[config.mk]
export PLATFORM = sky130hd
export DESIGN_NAME = reset_cause_capture
export DESIGN_NICKNAME = d
export VERILOG_FILES = /design/src/rtl/rcc_pkg.sv /design/src/rtl/rcc_unlock_window.sv /design/src/rtl/rcc_flag_bank.sv /design/src/rtl/rcc_swrst_ctrl.sv /design/src/rtl/reset_cause_capture.sv
export SDC_FILE = /design/constraint.sdc
export NUM_CORES = 1
export LEC_CHECK = 0
export BUFFER_PORTS_ARGS = -buffer_cell sky130_fd_sc_hd__buf_4
export CAP_MARGIN = 20
export CORE_UTILIZATION = 45
export CTS_CLUSTER_DIAMETER = 50
export CTS_CLUSTER_SIZE = 40
export DETAILED_ROUTE_END_ITERATION = 16
export PLACE_DENSITY_LB_ADDON = 0.25
export SETUP_SLACK_MARGIN = 0.3
export SYNTH_ARGS = -nofsm -noshare
export SYNTH_HDL_FRONTEND = slang
export SYNTH_HIERARCHICAL = 1
export SYNTH_SLANG_ARGS = --single-unit
[constraint.sdc]
create_clock -name clk -period 1.3 [get_ports clk]
set_input_delay 0.195 -clock clk [delete_from_list [all_inputs] [get_ports clk]]
set_output_delay 0.195 -clock clk [all_outputs]
set_load 0.005 [all_outputs]
[src/rtl/rcc_pkg.sv]
package rcc_pkg;
  localparam int DATA_W     = 8;
  localparam int ADDR_W     = 2;
  localparam int NUM_SRC    = 6;
  localparam int WIN_CYCLES = 4;
  localparam logic [DATA_W-1:0] UNLOCK_SIG = 8'hD8;

  // flag bit positions inside the status register
  localparam int IDX_POR = 0;
  localparam int IDX_EXT = 1;
  localparam int IDX_BOD = 2;
  localparam int IDX_WDT = 3;
  localparam int IDX_DBG = 4;
  localparam int IDX_SW  = 5;

  typedef enum logic [ADDR_W-1:0] {
    OFS_STATUS = 2'd0,
    OFS_CTRL   = 2'd1,
    OFS_LOCK   = 2'd2
  } reg_ofs_e;
endpackage

[src/rtl/rcc_unlock_window.sv]
module rcc_unlock_window #(
  parameter int DW  = 8,
  parameter int WIN = 4,
  parameter logic [DW-1:0] SIG = 8'hD8
) (
  input  logic          clk,
  input  logic          rst_n,
  input  logic          lock_wr,
  input  logic [DW-1:0] wdata,
  input  logic          ctrl_wr,
  output logic          win_open,
  output logic          accept
);
  localparam int CW = $clog2(WIN + 1);

  logic [CW-1:0] cnt_q;

  assign win_open = (cnt_q != '0);
  assign accept   = ctrl_wr && win_open;

  always_ff @(posedge clk) begin
    if (!rst_n)                      cnt_q <= '0;
    else if (lock_wr && wdata == SIG) cnt_q <= CW'(WIN);
    else if (accept)                 cnt_q <= '0;
    else if (win_open)               cnt_q <= cnt_q - CW'(1);
  end
endmodule

[src/rtl/rcc_flag_bank.sv]
module rcc_flag_bank #(
  parameter int N       = 6,
  parameter int POR_IDX = 0
) (
  input  logic         clk,
  input  logic         rst_n,
  input  logic [N-1:0] evt,
  input  logic [N-1:0] clr,
  output logic [N-1:0] flags
);
  logic [N-1:0] nxt;

  // power-on wipes the other flags; a same-cycle event always wins
  for (genvar i = 0; i < N; i++) begin : g_flag
    if (i == POR_IDX) begin : g_por
      assign nxt[i] = (flags[i] & ~clr[i]) | evt[i];
    end else begin : g_other
      assign nxt[i] = (flags[i] & ~clr[i] & ~evt[POR_IDX]) | evt[i];
    end
  end

  always_ff @(posedge clk) begin
    if (!rst_n) flags <= '0;
    else        flags <= nxt;
  end
endmodule

[src/rtl/rcc_swrst_ctrl.sv]
module rcc_swrst_ctrl (
  input  logic clk,
  input  logic rst_n,
  input  logic accept,
  input  logic wbit,
  input  logic any_reset,
  output logic ctrl_q
);
  always_ff @(posedge clk) begin
    if (!rst_n)         ctrl_q <= 1'b0;
    else if (any_reset) ctrl_q <= 1'b0;
    else if (accept)    ctrl_q <= wbit;
  end
endmodule

[src/rtl/reset_cause_capture.sv]
module reset_cause_capture
  import rcc_pkg::*;
(
  input  logic              clk,
  input  logic              rst_n,
  input  logic              evt_por,
  input  logic              evt_ext,
  input  logic              evt_bod,
  input  logic              evt_wdt,
  input  logic              evt_dbg,
  input  logic [ADDR_W-1:0] bus_addr,
  input  logic              bus_we,
  input  logic [DATA_W-1:0] bus_wdata,
  output logic [DATA_W-1:0] bus_rdata,
  output logic              sw_reset_o
);
  logic [NUM_SRC-1:0] events;
  logic [NUM_SRC-1:0] clr_mask;
  logic [NUM_SRC-1:0] flags_q;
  logic               ctrl_q;
  logic               win_open;
  logic               accept;
  logic               lock_wr;
  logic               ctrl_wr;
  logic               hw_reset;

  assign sw_reset_o = ctrl_q;
  assign hw_reset   = evt_por | evt_ext | evt_bod | evt_wdt | evt_dbg;

  always_comb begin
    events          = '0;
    events[IDX_POR] = evt_por;
    events[IDX_EXT] = evt_ext;
    events[IDX_BOD] = evt_bod;
    events[IDX_WDT] = evt_wdt;
    events[IDX_DBG] = evt_dbg;
    events[IDX_SW]  = ctrl_q;
  end

  assign lock_wr  = bus_we && (bus_addr == OFS_LOCK);
  assign ctrl_wr  = bus_we && (bus_addr == OFS_CTRL);
  assign clr_mask = (bus_we && bus_addr == OFS_STATUS) ? bus_wdata[NUM_SRC-1:0] : '0;

  rcc_unlock_window #(
    .DW (DATA_W),
    .WIN(WIN_CYCLES),
    .SIG(UNLOCK_SIG)
  ) win_i (
    .clk     (clk),
    .rst_n   (rst_n),
    .lock_wr (lock_wr),
    .wdata   (bus_wdata),
    .ctrl_wr (ctrl_wr),
    .win_open(win_open),
    .accept  (accept)
  );

  rcc_flag_bank #(
    .N      (NUM_SRC),
    .POR_IDX(IDX_POR)
  ) flags_i (
    .clk  (clk),
    .rst_n(rst_n),
    .evt  (events),
    .clr  (clr_mask),
    .flags(flags_q)
  );

  rcc_swrst_ctrl ctrl_i (
    .clk      (clk),
    .rst_n    (rst_n),
    .accept   (accept),
    .wbit     (bus_wdata[0]),
    .any_reset(hw_reset | ctrl_q),
    .ctrl_q   (ctrl_q)
  );

  always_comb begin
    bus_rdata = '0;
    case (bus_addr)
      OFS_STATUS: bus_rdata[NUM_SRC-1:0] = flags_q;
      OFS_CTRL:   bus_rdata[0]           = ctrl_q;
      default:    bus_rdata              = '0;
    endcase
  end
endmodule

==> reports/qor.yml <==
power.leakage_uw: 0.0004414
routed-wl-met2_um: 689
wl_um: 1478
ys_types: 28
route.met3.wl_um: 82
clock_latency_ps: 260
critPathSlowestCell: "or3b_1"
nNetsFinal: 126
clk_pin_slew_ps: 70
period_needed_ps: 1192
final.setup.tns_ps: 0
r2r_end: "win_i/cnt_q[2]"
synth.avg_cell_area_um2: 8.672
rsz0062_at_grt: "true"
slowest_delay_ps: 340
vdd.ir_drop.worst_mv: 1.057
avgViaCountPerCell: 5.092
dpl_cell_area_um2: 818.3
fmax_mhz: 838.7
drcViolationCount: 0
timing.rr.start: "win_i/cnt_q[0]"
syn-cell-area_um2: 624.3
layout_commonest_cell: "buf_4"
setup_violations: 0
grt_pass1_wl_um: 2311
die_h_um: 39.25
status: "finished, final reports clean"
layout_common_cells: "23 x buf_4, 10 x nand2_1, 8 x buf_6, 6 x and2_4, 6 x dfxtp_2"
final.period_utilization_pct: 91.72
die_w_um: 39.25
finalClockSkew_ps: 0.1237
maxCapViolations: 0
rrSetupSlack_ps: 110
fillers: 106
p_per_area_nw_per_um2: 1279
dr.pass1.iters: 5
grt_pass1_vias: 529
hold_path_startpoint: "evt_ext"
ys_ff_latch: 10
ant_nets: 0
final_hold_viol_count: 0
hp-class: "input pin to register"
ios: 27
hold_path_end: "flags_i/flags[1]"
fin_area_um2: 947.2
multiInputGateArea_um2: 424.2
cp_max_fo: 2
reg2regPathDepth: 5
path_buf_inv: 1
p_total_uw: 1212
die_area_um2: 1541
syn_to_final_growth_pct: 51.70
end_kind: "register"
grt_usage_pct: 23.31
layout-drive-gt1-share_pct: 56.73
gr-total-overflow: 0
via_count: 606
holdBufCountCts: 0
first_iter_violations: 11
crit_chain: "inv_2, ha_1, or3b_1, a21oi_1, o21a_1"
min_delay_path_depth: 3
root_buffer: "clkbuf_4"
top_layer: "met4"
crit_type: "register to register"
core-area_um2: 1301
worst_setup_path_start_kind: "register"
grt_max_degree: 15
worst_ep_required_time_ps: 1510
arrival_ps: 1410
gp_congestion: 0.7102
cpLargestDelayFamily: "simple AND/OR/NAND/NOR gates"
clock_path_buffers: 2
wl_per_cell_um: 12.42
synth_warnings: 6
slew_viol_final: 0
antenna_cells: 0
ys_seq_area_share_pct: 32.06
wl_met1_um: 690
rows: 13
htree_levels: 1
antenna_found_initial: 0
cts_buffers: 3
hpwl_um: 1002
tritoncts: "yes"
port_buffers: 24
floorplan.initialDensity_pct: 47.98
cts.sinks: 10
seq_area_um2: 211.5
synth_cells: 72
==> kinds of logic (layout without fill, tap and decap cells) <==
logic type / Yosys count / in the layout / synth area share [%]
flops: 10 / 10 / 32.06
fa+ha+maj: 2 / 2 / 4.007
other cells: 1 / 2 / 0.6006
simple gates: 41 / 42 / 40.49
mux: 4 / 4 / 6.413
buf+inv: 6 / 36 / 7.214
compound gates: 8 / 8 / 9.218
==> synth_stat cells <==
cell type,number,area share [%]
a21oi_1,1,0.80
and2_1,1,1.0
and2_2,5,6.0
and3_1,5,5.0
and3_2,1,1.2
and3b_2,1,1.6
and4bb_2,1,2.0
buf_4,2,2.4
buf_6,2,3.6
conb_1,1,0.60
dfxtp_1,10,32
ha_1,2,4.0
inv_1,2,1.2
mux2i_1,4,6.4
nand2_1,10,6.0
nand2b_2,1,1.4
nand4_1,1,1.0
nor2_1,5,3.0
nor2_2,1,1.0
nor2b_1,1,1.0
nor3_1,1,0.80
nor3b_1,3,3.6
nor3b_2,1,2.0
nor4_1,1,1.0
o21a_1,3,3.6
o31ai_1,4,4.8
or2b_2,1,1.4
or3b_1,1,1.4
==> flip-flops by register name, summed over array words and instances (netlist names) <==
signal / flops
flags_i/flags: 6
ctrl_i/ctrl_q: 1
win_i/cnt_q: 3
==> routing by layer <==
metal / up-vias / global-route usage [%]
met2: 23 / 34.58
met5: - / 0
li1: 313 / -
met4: 0 / 12.93
met1: 268 / 31.49
met3: 2 / 3.977
==> worst min-delay path: stages <==
cell and delay, ps:
buf_4 90, nand2_1 40, o31ai_1 50
==> per-stage QoR <==
step           util (%)  hold slack (ps)  instances  worst slack [ps]
5_1_grt           72.79            144.9        119             49.70
3_5_place_dp      62.88            408.0        109             113.4
6_report          72.79            146.1        119             107.7
4_1_cts           71.92            136.0        118             120.2
2_1_floorplan         -            295.8         73             144.9
3_3_place_gp      62.88            398.0        109             129.7
==> worst max path at each step <==
stage / endpoint / from / slack (ps) / cells past startpoint
final: win_i/cnt_q[2] / win_i/cnt_q[0] / 110 / 5
after global routing: win_i/cnt_q[2] / win_i/cnt_q[0] / 50 / 5
after CTS: win_i/cnt_q[2] / win_i/cnt_q[0] / 120 / 5
after detailed placement: win_i/cnt_q[2] / win_i/cnt_q[0] / 110 / 5
after global placement: win_i/cnt_q[2] / win_i/cnt_q[1] / 130 / 5
after floorplan: win_i/cnt_q[2] / win_i/cnt_q[0] / 140 / 5
==> cell type report <==
cell class              count  area share, %
well taps                  15          1.982
flip-flops and latches     10          22.32
inverters                   2         0.7926
repair buffers             31          27.74
multi-input cells          58          44.78
clock buffers               3          2.378
==> power by group <==
group,switching (uW),internal (uW)
Combinational,241,354
Clock,104,107
Sequential,37.6,369
==> timing repair <==
item / in CTS / in global routing
gates cloned: 1 / 0
setup buffers: 5 / 1
setup endpoints to repair: 11 / 11
pin swaps: 4 / 2
gates resized for setup: 21 / 1
(Power assumes the default switching activity.)
